**config.mk**
```make
export PLATFORM = sky130hd
export DESIGN_NAME = cfg_route_top
export DESIGN_NICKNAME = d
export VERILOG_FILES = /design/src/rtl/cfg_route_pkg.sv /design/src/rtl/cfg_addr_decode.sv /design/src/rtl/bus_range_check.sv /design/src/rtl/mem_window_check.sv /design/src/rtl/cfg_route_top.sv
export SDC_FILE = /design/constraint.sdc
export NUM_CORES = 1
export LEC_CHECK = 0
export BUFFER_PORTS_ARGS = -buffer_cell sky130_fd_sc_hd__buf_4
export CAP_MARGIN = 20
export CORE_AREA = 2 2 134 136
export DETAILED_ROUTE_END_ITERATION = 10
export DIE_AREA = 0 0 136 138
export PLACE_DENSITY = 0.79
export SYNTH_ARGS = -nofsm -noshare
export SYNTH_HDL_FRONTEND = slang
export SYNTH_HIERARCHICAL = 1
export SYNTH_SLANG_ARGS = --single-unit
```
**constraint.sdc**
```tcl
create_clock -name clk_i -period 3.31 [get_ports clk_i]
set_clock_uncertainty 0.05 [all_clocks]
set_input_delay 0.8275 -clock clk_i [delete_from_list [all_inputs] [get_ports clk_i]]
set_output_delay 0.8275 -clock clk_i [all_outputs]
set_load 0.03 [all_outputs]
```
**src/rtl/cfg_route_pkg.sv**
```systemverilog
package cfg_route_pkg;
  localparam int BUS_W = 8;
  localparam int DEV_W = 5;
  localparam int FN_W  = 3;
  localparam int REG_W = 10;

  typedef enum logic [2:0] {
    RT_NONE, RT_LOCAL, RT_T0, RT_T1, RT_MEM, RT_MISS
  } route_e;

  typedef struct packed {
    logic [BUS_W-1:0] bus;
    logic [DEV_W-1:0] dev;
    logic [FN_W-1:0]  fn;
    logic [REG_W-1:0] reg_idx;
  } cfg_fields_t;
endpackage

```
**src/rtl/cfg_addr_decode.sv**
```systemverilog
module cfg_addr_decode
  import cfg_route_pkg::*;
#(
  parameter logic [3:0] CFG_NIB = 4'h3
) (
  input  logic [31:0]  addr_i,
  output logic         is_cfg_o,
  output cfg_fields_t  fields_o
);
  assign is_cfg_o         = (addr_i[31:28] == CFG_NIB);
  assign fields_o.bus     = addr_i[27:20];
  assign fields_o.dev     = addr_i[19:15];
  assign fields_o.fn      = addr_i[14:12];
  assign fields_o.reg_idx = addr_i[11:2];
endmodule

```
**src/rtl/bus_range_check.sv**
```systemverilog
module bus_range_check #(
  parameter int BW = 8
) (
  input  logic [BW-1:0] bus_i,
  input  logic [BW-1:0] pri_i,
  input  logic [BW-1:0] sec_i,
  input  logic [BW-1:0] sub_i,
  output logic          is_pri_o,
  output logic          brg_ok_o,
  output logic          is_sec_o,
  output logic          below_o
);
  // bridge is usable only once numbered above its primary side
  assign brg_ok_o = (sec_i > pri_i) && (sub_i >= sec_i);
  assign is_pri_o = (bus_i == pri_i);
  assign is_sec_o = (bus_i == sec_i);
  assign below_o  = (bus_i > sec_i) && (bus_i <= sub_i);
endmodule

```
**src/rtl/mem_window_check.sv**
```systemverilog
module mem_window_check #(
  parameter int CMP_LSB = 20
) (
  input  logic [31:0] addr_i,
  input  logic [15:0] base_i,
  input  logic [15:0] limit_i,
  output logic        hit_o
);
  localparam int CW     = 32 - CMP_LSB;
  localparam int REG_LO = 16 - CW;

  logic [CW-1:0] a_s, b_s, l_s;
  assign a_s   = addr_i[31:CMP_LSB];
  assign b_s   = base_i[15:REG_LO];
  assign l_s   = limit_i[15:REG_LO];
  assign hit_o = (a_s >= b_s) && (a_s <= l_s);
endmodule

```
**src/rtl/cfg_route_top.sv**
```systemverilog
module cfg_route_top
  import cfg_route_pkg::*;
#(
  parameter int         NUM_LOCAL = 4,
  parameter logic [3:0] CFG_NIB   = 4'h3,
  parameter int         CMP_LSB   = 20
) (
  input  logic                 clk_i,
  input  logic                 rst_ni,
  input  logic                 req_valid_i,
  output logic                 req_ready_o,
  input  logic [31:0]          req_addr_i,
  input  logic                 req_write_i,
  input  logic [31:0]          req_wdata_i,
  input  logic [15:0]          brg_cmd_i,
  input  logic [BUS_W-1:0]     brg_pri_bus_i,
  input  logic [BUS_W-1:0]     brg_sec_bus_i,
  input  logic [BUS_W-1:0]     brg_sub_bus_i,
  input  logic [15:0]          brg_mem_base_i,
  input  logic [15:0]          brg_mem_limit_i,
  input  logic [15:0]          brg_pf_base_i,
  input  logic [15:0]          brg_pf_limit_i,
  input  logic [NUM_LOCAL-1:0] loc_present_i,
  input  logic [31:0]          tgt_rdata_i,
  output logic [NUM_LOCAL-1:0] loc_sel_o,
  output logic                 fwd_t0_o,
  output logic                 fwd_t1_o,
  output logic                 mem_fwd_o,
  output logic                 miss_o,
  output logic [BUS_W-1:0]     cfg_bus_o,
  output logic [DEV_W-1:0]     cfg_dev_o,
  output logic [FN_W-1:0]      cfg_fn_o,
  output logic [REG_W-1:0]     cfg_reg_o,
  output logic [31:0]          tgt_addr_o,
  output logic                 tgt_write_o,
  output logic [31:0]          tgt_wdata_o,
  output logic                 rsp_valid_o,
  output logic [31:0]          rsp_rdata_o
);
  localparam int LOC_W  = (NUM_LOCAL > 1) ? $clog2(NUM_LOCAL) : 1;
  localparam int NUM_WIN = 2;
  localparam int CMD_MEM = 1;
  localparam int CMD_BM  = 2;

  logic        dec_cfg;
  cfg_fields_t dec_f;

  cfg_addr_decode #(.CFG_NIB(CFG_NIB)) u_dec (
    .addr_i  (req_addr_i),
    .is_cfg_o(dec_cfg),
    .fields_o(dec_f)
  );

  logic rc_pri, rc_ok, rc_sec, rc_below;

  bus_range_check #(.BW(BUS_W)) u_rng (
    .bus_i   (dec_f.bus),
    .pri_i   (brg_pri_bus_i),
    .sec_i   (brg_sec_bus_i),
    .sub_i   (brg_sub_bus_i),
    .is_pri_o(rc_pri),
    .brg_ok_o(rc_ok),
    .is_sec_o(rc_sec),
    .below_o (rc_below)
  );

  logic [15:0]        win_base  [NUM_WIN];
  logic [15:0]        win_limit [NUM_WIN];
  logic [NUM_WIN-1:0] win_hit;

  assign win_base[0]  = brg_mem_base_i;
  assign win_limit[0] = brg_mem_limit_i;
  assign win_base[1]  = brg_pf_base_i;
  assign win_limit[1] = brg_pf_limit_i;

  for (genvar w = 0; w < NUM_WIN; w++) begin : g_win
    mem_window_check #(.CMP_LSB(CMP_LSB)) u_win (
      .addr_i (req_addr_i),
      .base_i (win_base[w]),
      .limit_i(win_limit[w]),
      .hit_o  (win_hit[w])
    );
  end

  logic             mem_en;
  logic             loc_in_range;
  logic [LOC_W-1:0] loc_idx;
  logic             loc_hit;
  route_e           route_d;

  assign mem_en       = brg_cmd_i[CMD_MEM] & brg_cmd_i[CMD_BM];
  assign loc_in_range = (32'(dec_f.dev) < NUM_LOCAL);
  assign loc_idx      = dec_f.dev[LOC_W-1:0];
  assign loc_hit      = loc_in_range && (dec_f.fn == '0) && loc_present_i[loc_idx];

  always_comb begin
    route_d = RT_MISS;
    if (dec_cfg) begin
      if (rc_pri)                route_d = loc_hit ? RT_LOCAL : RT_MISS;
      else if (rc_ok && rc_sec)  route_d = RT_T0;
      else if (rc_ok && rc_below) route_d = RT_T1;
    end else if (mem_en && (|win_hit)) begin
      route_d = RT_MEM;
    end
  end

  logic        ready_q;
  logic        accept;
  logic        vld_q;
  route_e      route_q;
  cfg_fields_t f_q;
  logic [31:0] addr_q, wdata_q;
  logic        wr_q;

  assign req_ready_o = ready_q;
  assign accept      = req_valid_i & ready_q;

  always_ff @(posedge clk_i or negedge rst_ni) begin
    if (!rst_ni) begin
      ready_q <= 1'b0;
      vld_q   <= 1'b0;
      route_q <= RT_NONE;
      f_q     <= '0;
      addr_q  <= '0;
      wdata_q <= '0;
      wr_q    <= 1'b0;
    end else begin
      ready_q <= 1'b1;
      vld_q   <= accept;
      if (accept) begin
        route_q <= route_d;
        f_q     <= dec_f;
        addr_q  <= req_addr_i;
        wdata_q <= req_wdata_i;
        wr_q    <= req_write_i;
      end else begin
        route_q <= RT_NONE;
      end
    end
  end

  always_comb begin
    loc_sel_o = '0;
    if (vld_q && route_q == RT_LOCAL) loc_sel_o[f_q.dev[LOC_W-1:0]] = 1'b1;
  end

  assign fwd_t0_o    = vld_q && (route_q == RT_T0);
  assign fwd_t1_o    = vld_q && (route_q == RT_T1);
  assign mem_fwd_o   = vld_q && (route_q == RT_MEM);
  assign miss_o      = vld_q && (route_q == RT_MISS);
  assign cfg_bus_o   = f_q.bus;
  assign cfg_dev_o   = f_q.dev;
  assign cfg_fn_o    = f_q.fn;
  assign cfg_reg_o   = f_q.reg_idx;
  assign tgt_addr_o  = addr_q;
  assign tgt_write_o = wr_q;
  assign tgt_wdata_o = wdata_q;
  assign rsp_valid_o = vld_q;

  always_comb begin
    rsp_rdata_o = '0;
    if (vld_q && !wr_q) rsp_rdata_o = (route_q == RT_MISS) ? '1 : tgt_rdata_i;
  end

  logic [NUM_LOCAL+3:0] route_vec;
  assign route_vec = {loc_sel_o, fwd_t0_o, fwd_t1_o, mem_fwd_o, miss_o};

  AST_ONE_ROUTE: assert property (@(posedge clk_i) disable iff (!rst_ni)
    rsp_valid_o |-> $countones(route_vec) == 1);
  AST_IDLE_QUIET: assert property (@(posedge clk_i) disable iff (!rst_ni)
    !rsp_valid_o |-> route_vec == '0);
  AST_RSP_AFTER_ACCEPT: assert property (@(posedge clk_i) disable iff (!rst_ni)
    rsp_valid_o |-> $past(req_valid_i && req_ready_o));
  AST_MISS_ONES: assert property (@(posedge clk_i) disable iff (!rst_ni)
    (miss_o && !tgt_write_o) |-> rsp_rdata_o == 32'hFFFF_FFFF);
  AST_T0_BUS: assert property (@(posedge clk_i) disable iff (!rst_ni)
    fwd_t0_o |-> cfg_bus_o == $past(brg_sec_bus_i));
  AST_T1_RANGE: assert property (@(posedge clk_i) disable iff (!rst_ni)
    fwd_t1_o |-> (cfg_bus_o > $past(brg_sec_bus_i)) && (cfg_bus_o <= $past(brg_sub_bus_i)));
  AST_FWD_PROGRAMMED: assert property (@(posedge clk_i) disable iff (!rst_ni)
    (fwd_t0_o || fwd_t1_o) |-> $past(brg_sec_bus_i) > $past(brg_pri_bus_i));
  AST_MEM_EN: assert property (@(posedge clk_i) disable iff (!rst_ni)
    mem_fwd_o |-> $past(brg_cmd_i[CMD_MEM] && brg_cmd_i[CMD_BM]));
  AST_MEM_NOT_CFG: assert property (@(posedge clk_i) disable iff (!rst_ni)
    mem_fwd_o |-> tgt_addr_o[31:28] != CFG_NIB);
  AST_LOC_PRESENT: assert property (@(posedge clk_i) disable iff (!rst_ni)
    (loc_sel_o != '0) |-> ((loc_sel_o & $past(loc_present_i)) == loc_sel_o));
endmodule

```
== Yosys cells after proc, flatten, opt, wreduce, memory -nomap -nowiden ==
Index checks and enable logic that the tools add are counted.

* Output and inout bits: 133
* Logic and storage cells: 65
* Input port bits: 208
* Bits in registers: 96

* Muxes and demuxes: 14
* Bitwise logic cells: 2
* Reduce and logical (&&, ||, !) cells: 19
* Eq/ne operators: 8
* Order comparisons: 12

{| class="wikitable"
|+ Operators by type and width
! cell !! number
|-
| two-way mux 32 bit || 2
|-
| >= comparator 12 bit || 2
|-
| less-or-equal comparator 12 bit || 2
|-
| two-way mux 3 bit || 6
|-
| equality test 8 bit || 2
|-
| greater-than comparator 8 bit || 2
|-
| logical AND 1 bit || 16
|-
| >= comparator 8 bit || 1
|-
| less-or-equal comparator 8 bit || 1
|-
| equality test 3 x 2 -> 1 bit (second input constant) || 2
|-
| equality test 3 bit (second input constant) || 2
|-
| less-than comparator 2 x 3 -> 1 bit (second input constant) || 2
|-
| less-than comparator 5 x 3 -> 1 bit (second input constant) || 1
|-
| equality test 4 x 2 -> 1 bit (second input constant) || 1
|-
| two-way mux 4 bit || 1
|-
| equality test 3 x 1 -> 1 bit (second input constant) || 1
|-
| zero test 3 bit || 1
|-
| two-way mux 1 bit || 3
|-
| bitwise AND 1 bit || 2
|-
| binary-select mux 1 bit (select 2 bit) || 1
|-
| demux 1 bit (select 2 bit) || 1
|-
| >= comparator 2 x 1 -> 1 bit (second input constant) || 1
|-
| OR reduction 2 bit || 1
|-
| zero test 1 bit || 1
|}

== Logic depth before layout (Yosys ltp) ==
Gate-level depths: netlist of run 1.

* Depth in word-level cells: 8
* Mapped depth: 10
* Depth with buffers taken out: 9

== Modules after synthesis ==
The synthesis of run 1 kept the hierarchy.

{| class="wikitable"
|+ Modules (own cells, without submodules)
! module !! sequential area each (um^2) !! cells an instance !! times used !! area each (um^2)
|-
| cfg_route_top || 2402.3 || 294 || 1 || 4098.9
|-
| mem_window_check || 0.0 || 82 || 2 || 590.6
|-
| bus_range_check || 0.0 || 112 || 1 || 842.1
|-
| cfg_addr_decode || 0.0 || 27 || 1 || 207.7
|}

== Worst setup path before layout of run 1 ==
Ideal clock, no wire load.

* Path type: input to register
* Start: in brg_sec_bus_i[2]
* End: reg route_q[2]
* Data required time: 3.140 ns
* Data arrival time: 2.331 ns
* Buffers on the path: 0
* Stages on the path: 8
* Setup time: 0.120 ns
* Setup slack: 0.809 ns
* Path through: inv_1 > ha_1 > a211o_1 > a31oi_1 > or4_4 > a211oi_2 > o2111ai_1 > and3_1

* Longest elaborated chain between the ends: 8
* Elaborated cells between the ends (all ways): 13
* Classes of those cells: order compare: 3; eq/ne: 1; mux: 5; reduce/logical: 4

{| class="wikitable"
|+ RTL lines
! element !! line !! text
|-
| start: declaration || cfg_route_top.sv:17 || <nowiki>input logic [BUS_W-1:0] brg_sec_bus_i,</nowiki>
|-
| greater-than comparator 8 bit / >= comparator 8 bit (equally long branches) || bus_range_check.sv:14 || <nowiki>assign brg_ok_o = (sec_i > pri_i) && (sub_i >= sec_i);</nowiki>
|-
| logical AND 1 bit * || bus_range_check.sv:14 ||
|-
| net rc_ok || cfg_route_top.sv:54 || <nowiki>logic rc_pri, rc_ok, rc_sec, rc_below;</nowiki>
|-
| logical AND 1 bit || cfg_route_top.sv:101 || <nowiki>else if (rc_ok && rc_below) route_d = RT_T1;</nowiki>
|-
| two-way mux 3 bit || cfg_route_top.sv:101 ||
|-
| two-way mux 3 bit * || cfg_route_top.sv:100 || <nowiki>else if (rc_ok && rc_sec) route_d = RT_T0;</nowiki>
|-
| two-way mux 3 bit * || cfg_route_top.sv:99 || <nowiki>if (rc_pri) route_d = loc_hit ? RT_LOCAL : RT_MISS;</nowiki>
|-
| two-way mux 3 bit * || cfg_route_top.sv:98 || <nowiki>if (dec_cfg) begin</nowiki>
|-
| two-way mux 3 bit * || cfg_route_top.sv:130 || <nowiki>if (accept) begin</nowiki>
|-
| end signal: assignment || cfg_route_top.sv:131 || <nowiki>route_q <= route_d;</nowiki>
|-
| end: declaration || cfg_route_top.sv:110 || <nowiki>route_e route_q;</nowiki>
|}

Mark *: on every way through the listed nets, which the timed path passes. The rest lies on a longest branch.
A chain may end at the register's enable or synchronous reset.

== Worst setup path after layout of run 1 ==
* Start: reg route_q[1]
* End: out rsp_rdata_o[7]

* Longest elaborated chain between the ends: 3

{| class="wikitable"
|+ RTL lines
! element !! line !! text
|-
| equality test 3 bit || cfg_route_top.sv:162 || <nowiki>if (vld_q && !wr_q) rsp_rdata_o = (route_q == RT_MISS) ? '1 : tgt_rdata_i;</nowiki>
|-
| two-way mux 32 bit (2 in series) || cfg_route_top.sv:162 ||
|-
| end: declaration || cfg_route_top.sv:38 || <nowiki>output logic [31:0] rsp_rdata_o</nowiki>
|}

Every way passes these cells.

==> results of run 1 <==
-- worst max path at each step --
| stage | cells past startpoint | slack (ns) | end | startpoint |
|---|---|---|---|---|
| after global routing | 5 | 0.31 | rsp_rdata_o[7] | route_q[1] |
| after global placement | 9 | 0.49 | route_q[2] | brg_sec_bus_i[2] |
| after detailed placement | 9 | 0.45 | route_q[2] | brg_sec_bus_i[2] |
| after CTS | 5 | 0.43 | rsp_rdata_o[7] | route_q[1] |
| after floorplan | 8 | 0.81 | route_q[2] | brg_sec_bus_i[2] |
| final | 5 | 0.46 | rsp_rdata_o[7] | route_q[1] |
-- per-stage QoR --
stage	hold WS, ns	setup WS, ns	area [um2]
3_5_place_dp	0.443	0.450	8700
3_3_place_gp	0.440	0.486	8700
6_report	0.458	0.463	8980
2_1_floorplan	0.482	0.809	6330
4_1_cts	0.461	0.432	8980
5_1_grt	0.473	0.311	8980
-- registers in the layout, summed over array words and instances (netlist names) --
signal       count
cfg_fn_o         3
route_q          3
req_ready_o      1
cfg_reg_o       10
tgt_addr_o      32
tgt_write_o      1
rsp_valid_o      1
cfg_bus_o        8
tgt_wdata_o     32
cfg_dev_o        5
-- cell type report --
cell class              instances  share of cell area (%)
repair buffers                315                    26.8
flip-flops and latches         96                    26.8
clock buffers                  10                    2.66
well taps                     229                    3.19
multi-input cells             383                    37.0
clock inverters                 5                   0.432
inverters                      76                    3.20
-- Yosys cell counts (2+ instances only) --
| library cell | instances |
|---|---|
| dfrtp_1 | 96 |
| nor2_1 | 81 |
| ha_1 | 80 |
| inv_1 | 75 |
| mux2_2 | 63 |
| buf_4 | 31 |
| mux2_4 | 28 |
| a21oi_1 | 24 |
| nand4_1 | 14 |
| nand2_1 | 12 |
| a21o_1 | 8 |
| xnor2_1 | 8 |
| o211ai_1 | 6 |
| o21ai_0 | 6 |
| nand3_1 | 5 |
| a211oi_1 | 4 |
| nand2b_1 | 4 |
| buf_2 | 3 |
| clkbuf_1 | 3 |
| nor2b_1 | 3 |
| nor3_1 | 3 |
| a221o_1 | 2 |
| a2bb2oi_1 | 2 |
| and3_1 | 2 |
| and3b_1 | 2 |
| and4bb_2 | 2 |
| buf_6 | 2 |
| buf_8 | 2 |
| nand4_2 | 2 |
| nor4b_1 | 2 |
| o22ai_1 | 2 |
| or4_1 | 2 |
-- where the power goes --
part           switching (W)  internal, W
Combinational       0.000765     0.000655
Sequential          0.000104      0.00134
Clock               0.000444     0.000531
-- logic make-up (layout without fill, tap and decap cells) --
| logic type | count (synthesis) | after routing |
|---|---|---|
| other | 1 | 1 |
| DFF | 96 | 96 |
| xor gates and xnor gates | 8 | 8 |
| adders and majority gates | 80 | 80 |
| muxes | 92 | 92 |
| buffers and inverters | 118 | 406 |
| AOI/OAI and AO/OA | 62 | 62 |
| and+or+nand+nor | 140 | 140 |
-- worst max-delay path, stage by stage (launching register included) --
cell     delay [ns]
dfrtp_1        0.41
and3b_1        0.56
buf_4          0.31
nor2_1         0.06
nor2_1         0.11
buf_4          0.19
-- metal layers --
layer | track usage, % | part of all wire [%] | vias up
met5 | 0 | 0 | -
met4 | 7.24 | 2.9 | 0
met3 | 4.88 | 8.0 | 37
met2 | 32.0 | 49 | 198
met1 | 21.8 | 40 | 2577
li1 | - | - | 2594
==> flow_metrics.py, run 1 <==
metrics = {
    "clock_network": {
        "cts_buffers": 9,
        "clock_latency_ns": 0.33,
        "cts_tree": "done",
        "clock-sinks": 96,
        "clock_path_buffers": 2,
        "cts.clk_slew.worst_paths_ns": 0.07,
        "htree_levels": 3,
        "post_cts_buffers": 0,
        "root_buffer": "clkbuf_16",
        "cts_hold_buf": 0,
        "post_cts_resized": 0,
    },
    "finish": {
        "areaGrowthSynthToFinish_pct": 41.9,
        "nFillCells": 1647,
        "layout_commonest_cell": "buf_4",
        "utilization_pct": 51.2,
        "antenna-diode-count": 0,
        "area.sequential_um2": 2400,
        "drive_gt1_share_pct": 48.6,
        "nets": 1169,
        "fin_cells": 1114,
        "multi_input_comb_area_um2": 3320,
        "mostFrequentLayoutCells": "buf_4 (312), dfrtp_1 (96), nor2_1 (81)",
    },
    "drt": {
        "drcViolationCount": 0,
        "drt_iter0_markers": 178,
        "drtPass1Iterations": 4,
        "vias": 5406,
        "avgRoutedWirePerCell_um": 15.5,
        "avgViaCountPerCell": 4.85,
        "wl_um": 17300,
        "ant_nets": 0,
    },
    "die": {
        "io_pins": 341,
        "fp.dieW_um": 136,
        "fp-row-count": 49,
        "die-area_um2": 18800,
        "die_y_um": 138,
        "core_um2": 17500,
        "start_util_pct": 36.1,
    },
    "timing": {
        "max_freq_mhz": 351,
        "setup_violations": 0,
        "fin_crit_ns": 2.85,
        "tns_ns": 0,
        "fin_crit_sh_pct": 86.0,
        "tightest_slew_ns": 0.656,
        "drv_slew": 0,
        "max_slew_margin_pct": 56.3,
        "final-hold-violation-count": 0,
        "rsz0062_at_grt": "no",
    },
    "logic_synthesis": {
        "seq_area_frac_synth_pct": 38.0,
        "ys.flop_type": "dfrtp_1",
        "syn_inst": 597,
        "synth-async-reset-ratio_pct": 100,
        "synth_fa_ha_area_share_pct": 15.8,
        "synthesis.nets": 885,
        "synthSimpleGateAreaFrac_pct": 10.9,
        "synth_compound_area_share_pct": 6.42,
        "synth_seq_cells": 96,
        "ys_types": 50,
        "yosysWarnings": 6,
        "synth_edf_count": 0,
        "synth_top_family_by_area": "multiplexers",
        "syn-cell-area_um2": 6330,
        "synth.top_cell.area_share_pct": 38.0,
        "synth-xor-area-share_pct": 1.11,
        "synth_area_leader_cell": "dfrtp_1",
        "muxShareOfSynthArea_pct": 18.2,
        "avgSynthCellArea_um2": 10.6,
        "synth_area_leaders": "dfrtp_1 (38%), ha_1 (16%), mux2_2 (11%)",
    },
    "grt": {
        "antenna_found_initial": 0,
        "grt_pass1_wl_um": 28000,
        "grt_max_degree": 51,
        "track_usage_pct": 18.5,
        "grt_pass1_vias": 5714,
        "gr-total-overflow": 0,
    },
    "worst_setup_path": {
        "reg2reg_depth": 4,
        "required_ns": 2.43,
        "path_max_fanout": 18,
        "r2r-start": "req_ready_o",
        "r2r-end": "tgt_addr_o[17]",
        "critical_path_class": "reg -> out",
        "critical_path.endpoint_type": "output pin",
        "r2r_setup_slack_ns": 1.53,
        "critPathLaunchType": "flip-flop",
        "worstPathArrival_ns": 1.97,
    },
    "outcome": {
        "status": "finished, final reports clean",
    },
    "power_and_ir_drop": {
        "p_leak_nw": 4.72,
        "powerDensity_nw_per_um2": 428,
        "peakVddDrop_v": 0.000287,
        "p_total_w": 0.00384,
    },
    "place": {
        "place_inst": 1099,
        "numPortBuffers": 310,
        "place.gp.congestion": 0.844,
        "dp_hpwl_um": 14200,
    },
    "job": {
        "max_cap_viol_count": 0,
    },
    "hold_path": {
        "hp-class": "in -> async",
    },
}
Note: power is estimated with default switching activity, not from simulation.
==> inputs of run 2 (changes only) <==
--- a/config.mk
+++ b/config.mk
@@ -11,6 +11,7 @@
 export DETAILED_ROUTE_END_ITERATION = 10
 export DIE_AREA = 0 0 136 138
 export PLACE_DENSITY = 0.79
+export RECOVER_POWER = 25
 export SYNTH_ARGS = -nofsm -noshare
 export SYNTH_HDL_FRONTEND = slang
 export SYNTH_HIERARCHICAL = 1
==> flow_metrics.py, run 2 (synthesized netlist as in run 1, its figures left out) <==
metrics = {
    "power_and_ir_drop": {
        "p_leak_nw": 4.71,
        "pwr-share-clk_pct": 25.4,
        "p_comb_share_pct": 36.9,
        "p_total_w": 0.00384,
        "internal_power_w": 0.00252,
        "switching_share_pct": 34.2,
        "power.switching_w": 0.00131,
        "powerDensity_nw_per_um2": 428,
        "peakVddDrop_v": 0.000297,
        "seqPwrFrac_pct": 37.7,
    },
    "worst_setup_path": {
        "crit_buf_inv": 2,
        "critical_path.endpoint_type": "output pin",
        "slowest_stage": "and3b_1",
        "max_stage_delay_ns": 0.56,
        "path_max_fanout": 18,
        "required_ns": 2.43,
        "cp_cell_sequence": "and3b_1, buf_4, nor2_1, nor2_1, buf_4",
        "crit_family": "simple AND/OR/NAND/NOR gates",
        "critical_path_class": "reg -> out",
        "worstPathArrival_ns": 1.96,
        "critPathLaunchType": "flip-flop",
    },
    "grt": {
        "track_usage_pct": 18.5,
        "grt_pass1_wl_um": 28000,
        "grt_pass1_vias": 5714,
        "antenna_found_initial": 0,
        "grt_max_degree": 51,
        "gr-total-overflow": 0,
    },
    "place": {
        "numPortBuffers": 310,
        "place_inst": 1099,
        "place.gp.congestion": 0.844,
        "dp_hpwl_um": 14200,
        "postPlaceCellArea_um2": 8700,
    },
    "clock_network": {
        "cts_tree": "done",
        "cts_buffers": 9,
        "root_buffer": "clkbuf_16",
        "clock_latency_ns": 0.33,
        "clock-sinks": 96,
        "htree_levels": 3,
        "post_cts_buffers": 0,
        "cts.clk_slew.worst_paths_ns": 0.06,
        "post_cts_resized": 0,
        "clock_path_buffers": 2,
        "cts_hold_buf": 0,
    },
    "timing": {
        "drv_slew": 0,
        "max_slew_margin_pct": 17.2,
        "fin_crit_sh_pct": 85.8,
        "max_freq_mhz": 352,
        "tightest_slew_ns": 1.24,
        "final-hold-violation-count": 0,
        "tns_ns": 0,
        "rsz0062_at_grt": "no",
        "setup_violations": 0,
        "fin_crit_ns": 2.84,
    },
    "die": {
        "io_pins": 341,
        "fp-row-count": 49,
        "fp.dieW_um": 136,
        "die-area_um2": 18800,
        "core_um2": 17500,
        "die_y_um": 138,
        "start_util_pct": 36.1,
    },
    "drt": {
        "drtPass1Iterations": 5,
        "avgViaCountPerCell": 4.83,
        "avgRoutedWirePerCell_um": 15.5,
        "drt_iter0_markers": 185,
        "ant_nets": 0,
        "drcViolationCount": 0,
        "wl_um": 17300,
        "vias": 5384,
    },
    "finish": {
        "drive_gt1_share_pct": 48.5,
        "area.sequential_um2": 2400,
        "final_area_um2": 8950,
        "layout_commonest_cell": "buf_4",
        "mostFrequentLayoutCells": "buf_4 (310), dfrtp_1 (96), nor2_1 (81)",
        "areaGrowthSynthToFinish_pct": 41.5,
        "multi_input_comb_area_um2": 3320,
        "antenna-diode-count": 0,
        "nFillCells": 1652,
        "nets": 1169,
        "fin_cells": 1114,
    },
    "outcome": {
        "status": "finished, final reports clean",
    },
    "hold_path": {
        "hp-class": "reg -> reg",
    },
    "job": {
        "max_cap_viol_count": 0,
    },
}
==> run 2: changes by cell type in the layout (fill, tap and decap cells not counted), sizes merged <==
| cell | previous run | this run |
|---|---|---|
| buf | 315 | 312 |
| clkbuf | 10 | 13 |
==> run 2: area by class of cell <==
cell class | instances | share of cell area, %
sequential | 96 | 26.8
clock inverter | 5 | 0.433
multi-input combinational | 383 | 37.0
clock buffer | 10 | 2.67
tap | 229 | 3.20
timing repair buffer | 315 | 26.6
inverter | 76 | 3.21
==> run 2: worst paths after layout <==
check | cells past startpoint | slack [ns] | end | start
worst max-delay path | 5 | 0.47 | rsp_rdata_o[7] | route_q[1]
worst min register to register | 1 | 0.46 | cfg_fn_o[2] | cfg_fn_o[2]
worst min-delay path | 1 | 0.46 | cfg_fn_o[2] | cfg_fn_o[2]
min in group asynchronous | 1 | 0.69 | tgt_wdata_o[22] | rst_ni
max in group asynchronous | 2 | 0.75 | tgt_addr_o[23] | rst_ni
worst max register to register | 4 | 1.28 | tgt_addr_o[17] | req_ready_o
==> run 2: through the flow <==
step | hold WS (ns) | worst slack (ns) | util (%)
floorplan | 0.482 | 0.809 | -
global placement | 0.440 | 0.486 | 49.6
detailed placement | 0.443 | 0.450 | 49.6
CTS | 0.461 | 0.432 | 51.2
global route | 0.473 | 0.243 | 51.1
finish | 0.458 | 0.469 | 51.1
==> run 2: routing by layer <==
metal / track usage, % / vias up / part of all wire [%]
met5: 0 / - / 0
li1: - / 2593 / -
met3: 4.88 / 36 / 7.9
met2: 32.0 / 198 / 49
met1: 21.8 / 2557 / 40
met4: 7.24 / 0 / 2.9
==> run 2: power groups by stage <==
stage                     logic, W  clock network, W  registers, W
after floorplan           0.000497                 0       0.00178
after detailed placement   0.00143                 0       0.00146
after global routing       0.00152           0.00107       0.00147
after CTS                  0.00143           0.00101       0.00145
after global placement     0.00141                 0       0.00145
final                      0.00142          0.000975       0.00144
